--- config.mk ---
export PLATFORM = sky130hd
export DESIGN_NAME = sflash_seq
export DESIGN_NICKNAME = d
export VERILOG_FILES = /design/src/rtl/sfs_pkg.sv /design/src/rtl/sfs_lut.sv /design/src/rtl/sfs_bufs.sv /design/src/rtl/sfs_engine.sv /design/src/rtl/sflash_seq.sv
export SDC_FILE = /design/constraint.sdc
export NUM_CORES = 2
export LEC_CHECK = 0
export BUFFER_PORTS_ARGS = -buffer_cell sky130_fd_sc_hd__buf_4
export CAP_MARGIN = 20
export CORE_MARGIN = 5
export CORE_UTILIZATION = 64
export CTS_CLUSTER_DIAMETER = 200
export DETAILED_ROUTE_END_ITERATION = 6
export HOLD_SLACK_MARGIN = 0.02
export PLACE_DENSITY = 0.85
export SETUP_SLACK_MARGIN = 0.02
export SLEW_MARGIN = 20
export SYNTH_ARGS = -nofsm -noshare
export SYNTH_HDL_FRONTEND = slang
export SYNTH_SLANG_ARGS = --single-unit
--- constraint.sdc ---
create_clock -name clk -period 7.5 [get_ports clk]
set_clock_uncertainty 0.1 [all_clocks]
set_input_delay 1.5 -clock clk [delete_from_list [all_inputs] [get_ports clk]]
set_output_delay 1.5 -clock clk [all_outputs]
set_load 0.02 [all_outputs]
--- src/rtl/sfs_pkg.sv ---
package sfs_pkg;
    localparam logic [7:0] REG_CTRL  = 8'h00;
    localparam logic [7:0] REG_KEY   = 8'h01;
    localparam logic [7:0] REG_LOCK  = 8'h02;
    localparam logic [7:0] REG_FADDR = 8'h03;
    localparam logic [7:0] REG_START = 8'h04;
    localparam logic [7:0] REG_TXD   = 8'h05;
    localparam logic [7:0] REG_STAT  = 8'h06;

    localparam logic [31:0] LOCK_CMD_LOCK   = 32'd1;
    localparam logic [31:0] LOCK_CMD_UNLOCK = 32'd2;

    localparam logic [5:0] OP_STOP  = 6'd0;
    localparam logic [5:0] OP_CMD   = 6'd1;
    localparam logic [5:0] OP_ADDR  = 6'd2;
    localparam logic [5:0] OP_DUMMY = 6'd3;
    localparam logic [5:0] OP_READ  = 6'd4;
    localparam logic [5:0] OP_WRITE = 6'd5;

    typedef struct packed {
        logic [5:0] code;
        logic [1:0] lane;
        logic [7:0] arg;
    } slot_t;
endpackage

--- src/rtl/sfs_lut.sv ---
module sfs_lut #(
    parameter int          NUM_SEQ = 8,
    parameter logic [31:0] KEY     = 32'h5AF0_C3A5,
    localparam int         WORDS   = NUM_SEQ * 4,
    localparam int         IW      = $clog2(WORDS)
) (
    input  logic          clk,
    input  logic          rst_n,
    input  logic          any_wr,
    input  logic          key_wr,
    input  logic          lock_wr,
    input  logic          tab_wr,
    input  logic [31:0]   wdata,
    input  logic [IW-1:0] bus_idx,
    output logic [31:0]   bus_word,
    input  logic [IW-1:0] eng_idx,
    output logic [31:0]   eng_word,
    output logic          locked
);
    import sfs_pkg::*;

    typedef struct packed {
        logic armed;
        logic locked;
    } guard_t;

    guard_t      q, d;
    logic [31:0] tab [WORDS];

    always_comb begin
        d = q;
        if (key_wr) begin
            d.armed = (wdata == KEY);
        end else if (lock_wr) begin
            if (q.armed) begin
                if (wdata == LOCK_CMD_LOCK)
                    d.locked = 1'b1;
                else if (wdata == LOCK_CMD_UNLOCK)
                    d.locked = 1'b0;
            end
            d.armed = 1'b0;
        end else if (any_wr) begin
            d.armed = 1'b0;
        end
    end

    always_ff @(posedge clk or negedge rst_n) begin
        if (!rst_n) begin
            q.armed  <= 1'b0;
            q.locked <= 1'b1;
        end else begin
            q <= d;
        end
    end

    always_ff @(posedge clk or negedge rst_n) begin
        if (!rst_n) begin
            for (int i = 0; i < WORDS; i++) tab[i] <= '0;
        end else if (tab_wr && !q.locked) begin
            tab[bus_idx] <= wdata;
        end
    end

    assign bus_word = tab[bus_idx];
    assign eng_word = tab[eng_idx];
    assign locked   = q.locked;
endmodule

--- src/rtl/sfs_bufs.sv ---
module sfs_bufs #(
    parameter int  RX_BYTES = 128,
    parameter int  TX_BYTES = 64,
    localparam int RXW      = RX_BYTES / 4,
    localparam int TXW      = TX_BYTES / 4,
    localparam int RCW      = $clog2(RX_BYTES + 1),
    localparam int RIW      = $clog2(RXW),
    localparam int TWW      = $clog2(TXW + 1),
    localparam int TIW      = $clog2(TXW),
    localparam int TPW      = $clog2(TX_BYTES)
) (
    input  logic           clk,
    input  logic           rst_n,
    input  logic           swap,
    input  logic           clr_rx,
    input  logic           clr_tx,
    input  logic           rx_push,
    input  logic [7:0]     rx_byte,
    output logic [RCW-1:0] rx_cnt,
    input  logic [RIW-1:0] rx_widx,
    output logic [31:0]    rx_word,
    input  logic           tx_push,
    input  logic [31:0]    tx_word_in,
    input  logic           tx_rewind,
    input  logic           tx_pop,
    output logic [7:0]     tx_byte
);
    typedef struct packed {
        logic [RCW-1:0] rx_cnt;
        logic [TWW-1:0] tx_wcnt;
        logic [TPW-1:0] tx_rd;
    } bufst_t;

    bufst_t      q, d;
    logic [7:0]  rx_mem [RX_BYTES];
    logic [31:0] tx_mem [TXW];
    logic        rx_store, tx_store;
    logic [31:0] tx_cur;
    logic [1:0]  lane_sel;

    assign rx_store = rx_push && !clr_rx && (q.rx_cnt < RCW'(RX_BYTES));
    assign tx_store = tx_push && !clr_tx && (q.tx_wcnt < TWW'(TXW));

    always_comb begin
        d = q;
        if (clr_rx)        d.rx_cnt = '0;
        else if (rx_store) d.rx_cnt = q.rx_cnt + 1'b1;
        if (clr_tx) begin
            d.tx_wcnt = '0;
            d.tx_rd   = '0;
        end else begin
            if (tx_store)       d.tx_wcnt = q.tx_wcnt + 1'b1;
            if (tx_rewind)      d.tx_rd   = '0;
            else if (tx_pop)    d.tx_rd   = q.tx_rd + 1'b1;
        end
    end

    always_ff @(posedge clk or negedge rst_n) begin
        if (!rst_n) q <= '0;
        else        q <= d;
    end

    always_ff @(posedge clk) begin
        if (rx_store) rx_mem[q.rx_cnt[RIW+1:0]] <= rx_byte;
        if (tx_store) tx_mem[q.tx_wcnt[TIW-1:0]] <= tx_word_in;
    end

    always_comb begin
        if (swap)
            rx_word = {rx_mem[{rx_widx, 2'd0}], rx_mem[{rx_widx, 2'd1}],
                       rx_mem[{rx_widx, 2'd2}], rx_mem[{rx_widx, 2'd3}]};
        else
            rx_word = {rx_mem[{rx_widx, 2'd3}], rx_mem[{rx_widx, 2'd2}],
                       rx_mem[{rx_widx, 2'd1}], rx_mem[{rx_widx, 2'd0}]};
    end

    assign tx_cur   = tx_mem[q.tx_rd[TPW-1:2]];
    assign lane_sel = swap ? (2'd3 - q.tx_rd[1:0]) : q.tx_rd[1:0];
    assign tx_byte  = tx_cur[lane_sel*8 +: 8];
    assign rx_cnt   = q.rx_cnt;
endmodule

--- src/rtl/sfs_engine.sv ---
module sfs_engine #(
    parameter int  NUM_SEQ  = 8,
    parameter int  DIV      = 2,
    parameter int  TX_BYTES = 64,
    localparam int SW       = $clog2(NUM_SEQ),
    localparam int IW       = SW + 2,
    localparam int DCW      = (DIV > 1) ? $clog2(DIV) : 1
) (
    input  logic          clk,
    input  logic          rst_n,
    input  logic          start,
    input  logic [SW-1:0] start_seq,
    input  logic [7:0]    start_size,
    input  logic [31:0]   faddr,
    output logic [IW-1:0] lut_idx,
    input  logic [31:0]   lut_word,
    input  logic [7:0]    tx_byte,
    output logic          tx_pop,
    output logic          tx_rewind,
    output logic          rx_push,
    output logic [7:0]    rx_byte,
    output logic          busy,
    output logic          sck,
    output logic          cs_n,
    output logic          mosi,
    input  logic          miso
);
    import sfs_pkg::*;

    typedef enum logic [1:0] {E_IDLE, E_SLOT, E_BITS} est_e;

    typedef struct packed {
        est_e           st;
        logic [SW-1:0]  seq;
        logic [7:0]     size;
        logic [3:0]     slot;
        logic [31:0]    sh;
        logic [7:0]     nbits;
        logic [7:0]     left;
        logic [5:0]     kind;
        logic [DCW-1:0] hc;
        logic           sck;
        logic           csn;
        logic [7:0]     rxsh;
    } eng_t;

    eng_t       q, d;
    slot_t      cur;
    logic [7:0] cnt, wcnt;

    assign lut_idx = {q.seq, q.slot[2:1]};
    assign cur     = q.slot[0] ? slot_t'(lut_word[31:16]) : slot_t'(lut_word[15:0]);
    assign cnt     = (q.size != 8'd0) ? q.size : cur.arg;
    assign wcnt    = (cnt > 8'(TX_BYTES)) ? 8'(TX_BYTES) : cnt;

    always_comb begin
        d         = q;
        tx_pop    = 1'b0;
        tx_rewind = 1'b0;
        rx_push   = 1'b0;
        case (q.st)
            E_IDLE: begin
                if (start) begin
                    d.st      = E_SLOT;
                    d.seq     = start_seq;
                    d.size    = start_size;
                    d.slot    = 4'd0;
                    d.csn     = 1'b0;
                    tx_rewind = 1'b1;
                end
            end
            E_SLOT: begin
                d.kind = cur.code;
                d.hc   = '0;
                d.slot = q.slot + 4'd1;
                if (q.slot[3] || cur.lane != 2'd0) begin
                    d.st  = E_IDLE;
                    d.csn = 1'b1;
                end else begin
                    case (cur.code)
                        OP_CMD: begin
                            d.sh    = {cur.arg, 24'h0};
                            d.nbits = 8'd8;
                            d.slot  = q.slot;
                            d.st    = E_BITS;
                        end
                        OP_ADDR: begin
                            d.sh    = (cur.arg == 8'd32) ? faddr : {faddr[23:0], 8'h0};
                            d.nbits = (cur.arg == 8'd32) ? 8'd32 : 8'd24;
                            d.slot  = q.slot;
                            d.st    = E_BITS;
                        end
                        OP_DUMMY: begin
                            if (cur.arg != 8'd0) begin
                                d.sh    = '0;
                                d.nbits = cur.arg;
                                d.slot  = q.slot;
                                d.st    = E_BITS;
                            end
                        end
                        OP_READ: begin
                            if (cnt != 8'd0) begin
                                d.sh    = '0;
                                d.nbits = 8'd8;
                                d.left  = cnt;
                                d.slot  = q.slot;
                                d.st    = E_BITS;
                            end
                        end
                        OP_WRITE: begin
                            if (wcnt != 8'd0) begin
                                d.sh    = {tx_byte, 24'h0};
                                tx_pop  = 1'b1;
                                d.nbits = 8'd8;
                                d.left  = wcnt;
                                d.slot  = q.slot;
                                d.st    = E_BITS;
                            end
                        end
                        default: begin
                            d.st  = E_IDLE;
                            d.csn = 1'b1;
                        end
                    endcase
                end
            end
            E_BITS: begin
                if (q.hc == DCW'(DIV - 1)) begin
                    d.hc = '0;
                    if (!q.sck) begin
                        d.sck  = 1'b1;
                        d.rxsh = {q.rxsh[6:0], miso};
                    end else begin
                        d.sck   = 1'b0;
                        d.sh    = {q.sh[30:0], 1'b0};
                        d.nbits = q.nbits - 8'd1;
                        if (q.nbits == 8'd1) begin
                            if (q.kind == OP_READ || q.kind == OP_WRITE) begin
                                rx_push = (q.kind == OP_READ);
                                d.left  = q.left - 8'd1;
                                if (q.left > 8'd1) begin
                                    d.nbits = 8'd8;
                                    if (q.kind == OP_WRITE) begin
                                        d.sh   = {tx_byte, 24'h0};
                                        tx_pop = 1'b1;
                                    end
                                end else begin
                                    d.slot = q.slot + 4'd1;
                                    d.st   = E_SLOT;
                                end
                            end else begin
                                d.slot = q.slot + 4'd1;
                                d.st   = E_SLOT;
                            end
                        end
                    end
                end else begin
                    d.hc = q.hc + 1'b1;
                end
            end
            default: d.st = E_IDLE;
        endcase
    end

    always_ff @(posedge clk or negedge rst_n) begin
        if (!rst_n) begin
            q     <= '0;
            q.csn <= 1'b1;
        end else begin
            q <= d;
        end
    end

    assign rx_byte = q.rxsh;
    assign busy    = (q.st != E_IDLE);
    assign sck     = q.sck;
    assign cs_n    = q.csn;
    assign mosi    = q.sh[31];
endmodule

--- src/rtl/sflash_seq.sv ---
module sflash_seq #(
    parameter int          NUM_SEQ  = 8,
    parameter int          RX_BYTES = 128,
    parameter int          TX_BYTES = 64,
    parameter int          DIV      = 2,
    parameter logic [31:0] KEY      = 32'h5AF0_C3A5
) (
    input  logic        clk,
    input  logic        rst_n,
    input  logic        bus_wr,
    input  logic [7:0]  bus_addr,
    input  logic [31:0] bus_wdata,
    output logic [31:0] bus_rdata,
    output logic        sck,
    output logic        cs_n,
    output logic        mosi,
    input  logic        miso
);
    import sfs_pkg::*;

    localparam int SW        = $clog2(NUM_SEQ);
    localparam int LUT_WORDS = NUM_SEQ * 4;
    localparam int IW        = $clog2(LUT_WORDS);
    localparam int RX_WORDS  = RX_BYTES / 4;
    localparam int RIW       = $clog2(RX_WORDS);
    localparam int RCW       = $clog2(RX_BYTES + 1);

    typedef struct packed {
        logic [31:0] faddr;
        logic        swap;
        logic        err;
    } top_t;

    top_t q, d;

    logic           wr_ctrl, wr_key, wr_lock, wr_faddr, wr_start, wr_txd, wr_lut;
    logic           lut_sel, rx_sel;
    logic           busy, locked, err_flag, start_ok;
    logic [31:0]    lut_bus_word, lut_eng_word, rx_word;
    logic [IW-1:0]  eng_idx;
    logic [RCW-1:0] rx_cnt;
    logic [7:0]     tx_byte, rx_byte;
    logic           tx_pop, tx_rewind, rx_push;

    assign lut_sel  = (bus_addr[7:6] == 2'b01) && (bus_addr[5:0] < 6'(LUT_WORDS));
    assign rx_sel   = (bus_addr[7:6] == 2'b10) && (bus_addr[5:0] < 6'(RX_WORDS));
    assign wr_ctrl  = bus_wr && (bus_addr == REG_CTRL);
    assign wr_key   = bus_wr && (bus_addr == REG_KEY);
    assign wr_lock  = bus_wr && (bus_addr == REG_LOCK);
    assign wr_faddr = bus_wr && (bus_addr == REG_FADDR);
    assign wr_start = bus_wr && (bus_addr == REG_START);
    assign wr_txd   = bus_wr && (bus_addr == REG_TXD);
    assign wr_lut   = bus_wr && lut_sel;
    assign start_ok = wr_start && !busy;
    assign err_flag = q.err;

    always_comb begin
        d = q;
        if (wr_faddr) d.faddr = bus_wdata;
        if (wr_ctrl) begin
            d.swap = bus_wdata[2];
            if (bus_wdata[3]) d.err = 1'b0;
        end
        if (wr_start && busy) d.err = 1'b1;
    end

    always_ff @(posedge clk or negedge rst_n) begin
        if (!rst_n) q <= '0;
        else        q <= d;
    end

    sfs_lut #(.NUM_SEQ(NUM_SEQ), .KEY(KEY)) i_lut (
        .clk(clk), .rst_n(rst_n), .any_wr(bus_wr), .key_wr(wr_key),
        .lock_wr(wr_lock), .tab_wr(wr_lut), .wdata(bus_wdata),
        .bus_idx(bus_addr[IW-1:0]), .bus_word(lut_bus_word),
        .eng_idx(eng_idx), .eng_word(lut_eng_word), .locked(locked)
    );

    sfs_bufs #(.RX_BYTES(RX_BYTES), .TX_BYTES(TX_BYTES)) i_bufs (
        .clk(clk), .rst_n(rst_n), .swap(q.swap),
        .clr_rx(wr_ctrl && bus_wdata[0]), .clr_tx(wr_ctrl && bus_wdata[1]),
        .rx_push(rx_push), .rx_byte(rx_byte), .rx_cnt(rx_cnt),
        .rx_widx(bus_addr[RIW-1:0]), .rx_word(rx_word),
        .tx_push(wr_txd), .tx_word_in(bus_wdata), .tx_rewind(tx_rewind),
        .tx_pop(tx_pop), .tx_byte(tx_byte)
    );

    sfs_engine #(.NUM_SEQ(NUM_SEQ), .DIV(DIV), .TX_BYTES(TX_BYTES)) i_eng (
        .clk(clk), .rst_n(rst_n), .start(start_ok),
        .start_seq(bus_wdata[SW+7:8]), .start_size(bus_wdata[7:0]),
        .faddr(q.faddr), .lut_idx(eng_idx), .lut_word(lut_eng_word),
        .tx_byte(tx_byte), .tx_pop(tx_pop), .tx_rewind(tx_rewind),
        .rx_push(rx_push), .rx_byte(rx_byte), .busy(busy),
        .sck(sck), .cs_n(cs_n), .mosi(mosi), .miso(miso)
    );

    always_comb begin
        bus_rdata = '0;
        if (bus_addr == REG_STAT)
            bus_rdata = (32'(rx_cnt) << 8) |
                        {28'h0, locked, q.err, (rx_cnt != '0), busy};
        else if (bus_addr == REG_FADDR)
            bus_rdata = q.faddr;
        else if (bus_addr == REG_CTRL)
            bus_rdata = {29'h0, q.swap, 2'b00};
        else if (lut_sel)
            bus_rdata = lut_bus_word;
        else if (rx_sel)
            bus_rdata = rx_word;
    end
endmodule

==> reports/metrics.cfg <==
[sta]
finalSetupViolations=0
fmax_ghz=0.135
tightest_slew_ps=1270
rsz0062_at_grt=false
drv_slew=0
fin_crit_sh_pct=98.7
post-route-min-period_ps=7400
timing.slew.headroom_pct=12.6
setup_tns_ps=0
timing.final.hold_violations=0

[critical_path]
cp_slowest_cell=mux2i_1
crit_buf_inv=4
reg2reg_to=i_eng.q[41]
cp-startpoint=bus_addr[1]
crit_chain=buf_8 -> buf_12 -> mux4_2 -> mux4_2 -> mux2i_1 -> buf_4 -> nor2_1 -> a21oi_1 -> o21ai_0 -> buf_4
worst-path-stages=10
critical_path_class=in -> out
r2r_setup_slack_ps=750
end_kind=output port
slowest_delay_ps=780
cp-endpoint=bus_rdata[22]
crit_required_ps=5900
rr_worst_depth=11
cp_top_family=multiplexers
worstPathArrival_ps=5800
reg2reg_from=i_eng.lut_idx[3]
critPathMaxFanout=79
start_kind=input pin

[floorplan]
core_um2=188000
die_area_um2=199000
die_h_um=446
die_w_um=446
initial_utilization_pct=64.5
placementRows=159
io_pins=79

[flow_run]
maxCapViolCount=0

[yosys]
synth_area_um2=121000
synth_edf_count=1536
muxShareOfSynthArea_pct=29.1
synthAdderAreaFrac_pct=0.175
synth_compound_area_share_pct=3.62
ys_seq_elements=2697
synth.distinct_cells=93
synth_xor_area_share_pct=0.115
syn-num-nets=7101
synth-simple-area-share_pct=2.89
syn_avg_cell_area_um2=17.2
synth_cells=7040
synth_top_area_share_pct=38.0
async_flop_share_pct=43.0
yosys_warnings=0
synth_top_area_cell=edfxtp_1
synth_top_family_by_area=multiplexers
synth_ff_type=edfxtp_1
yosysSeqAreaShare_pct=61.9
ys_top_cells_by_area=edfxtp_1 (38%), dfrtp_1 (24%), mux4_2 (16%)

[route]
drc_errors=33
routed_wl_um=394000
vias=76200
antenna_left=0
avgViaCountPerCell=7.78
wl_per_cell_um=40.3
drtIter0Drc=12800
drt-pass1-iter-count=7

[power]
p_int_w=0.0251
finalPower_w=0.0330
p_clk_share_pct=43.2
switching_share_pct=24.0
p_leak_nw=54.3
pwr-share-seq_pct=49.1
pwr-share-comb_pct=7.7
p_sw_w=0.00791
irDropWorstVdd_v=0.000280
powerDensity_nw_per_um2=246

[cts]
clock_sinks=2697
cts_setup_buffers=0
cts_buffers=286
cts_tree=done
cts_hold_buf=0
cts_max_level=5
insertion_delay_ps=1020
cts-root-buf=clkbuf_16
clk_pin_slew_ps=60
cts_resized=0
clockBufferDepth=4

[status]
status=complete, but fails checks
violations=design-rule violations

[layout]
final_core_util_pct=71.3
layout_common_cells=edfxtp_1 (1536), dfrtp_1 (1143), mux2_2 (1113)
areaGrowthSynthToFinish_pct=10.6
design_area_um2=134000
fin_nets=7120
drive_above_1_share_pct=38.3
finalNonFillerCells=9795
mostFrequentLayoutCell=edfxtp_1

[grt]
antenna_found_initial=44
grt_pass1_vias=77400
grt_max_degree=150
overflow=0
grt_pass1_wl_um=561000
grt_use_total_pct=39.5

[place]
post-dp-hpwl_um=216000
gp_congestion=0.936
dpl_cell_area_um2=125000
dp.cells=9261
portBuffers=78

[min_path]
hp-class=reg -> reg

-- cell usage after synthesis (16+ instances only) --
library cell and count:
a22oi_1 94, nand2_1 160, a21oi_1 135, nor2_1 304, or3_1 23, nand4_1 21
buf_1 197, mux4_2 854, mux2_2 1113, clkbuf_1 307, mux2i_1 348, o22ai_1 42
o21ai_0 84, nor3b_1 16, and2_1 22, inv_1 23, a22o_1 32, o21ai_1 28
nor2b_1 19, o221ai_1 68, ha_1 17, edfxtp_1 1536, buf_6 21, nand2b_1 17
buf_2 37, nor3_1 59, dfrtp_1 1159, nand3_1 52
-- layer usage --
metal | GRT usage (%) | part of all wire (%) | vias to the layer above
li1 | - | - | 28100
met1 | 48.6 | 31 | 38600
met2 | 58.8 | 45 | 7280
met3 | 13.3 | 14 | 2212
met4 | 28.9 | 9.9 | 28
met5 | 0 | 0.042 | -
-- flip-flops by register name, summed over array words and instances, names as in the netlist --
register       flops
err_flag           1
i_bufs.q          11
i_bufs.rx_cnt      8
i_bufs.rx_mem   1024
i_bufs.tx_mem    512
i_eng.cs_n         1
i_eng.lut_idx      5
i_eng.mosi         1
i_eng.q           66
i_eng.rx_byte      8
i_eng.sck          1
i_lut.locked       1
i_lut.q            1
i_lut.tab       1024
q                 33
-- cell type report --
class / instances / area (um^2)
fillers: 10700 / 53900
inverters: 26 / 97.6
diodes: 36 / 90.1
multi-input cells: 3734 / 43800
repair buffers: 314 / 2870
flip-flops and latches: 2697 / 75200
clock inverters: 106 / 1050
clock buffers: 387 / 7990
well taps: 2495 / 3120
-- power groups by stage --
| stage | clock network (W) | logic, W | registers, W |
|---|---|---|---|
| 3_5_place_dp | 0 | 0.00240 | 0.0165 |
| 3_3_place_gp | 0 | 0.00233 | 0.0164 |
| 6_report | 0.0143 | 0.00254 | 0.0162 |
| 5_1_grt | 0.0149 | 0.00263 | 0.0162 |
| 4_1_cts | 0.0142 | 0.00245 | 0.0162 |
| 2_1_floorplan | 0 | 0.00156 | 0.0163 |
-- metrics by stage --
stage,hold slack [ps],setup WS (ps)
floorplan,347,1040
CTS,391,509
finish,391,101
global placement,359,479
global route,419,216
detailed placement,377,482
-- how the worst min path moves through the flow --
stage | start | end | slack [ps] | cells past startpoint
after floorplan | i_eng.q[57] | i_eng.q[57] | 350 | 2
after global placement | i_eng.q[57] | i_eng.q[57] | 360 | 2
after detailed placement | i_eng.q[45] | i_eng.q[45] | 380 | 2
after CTS | i_eng.q[62] | i_eng.q[62] | 390 | 1
after global routing | i_eng.q[62] | i_eng.q[62] | 420 | 1
final | i_eng.q[39] | i_eng.q[39] | 390 | 2
-- cell families (layout without fill, tap and decap cells) --
kind of cell             after synthesis  count (layout)
flip-flops                          2697            2697
multiplexers                        2319            2319
AND/OR/NAND/NOR                      749             749
AO/OA/AOI/OAI                        633             633
buffers and inverters                609             833
adder cells (fa/ha/maj)               17              17
XOR/XNOR                              16              16
other                                  0              36
-- tightest hold or removal path: cells and delay by family, from the launching register on --
family	cells	cell delay [ps]
flops	1	340
compound gates	1	60
simple gates	1	50
Power figures use the tool's default switching activity.
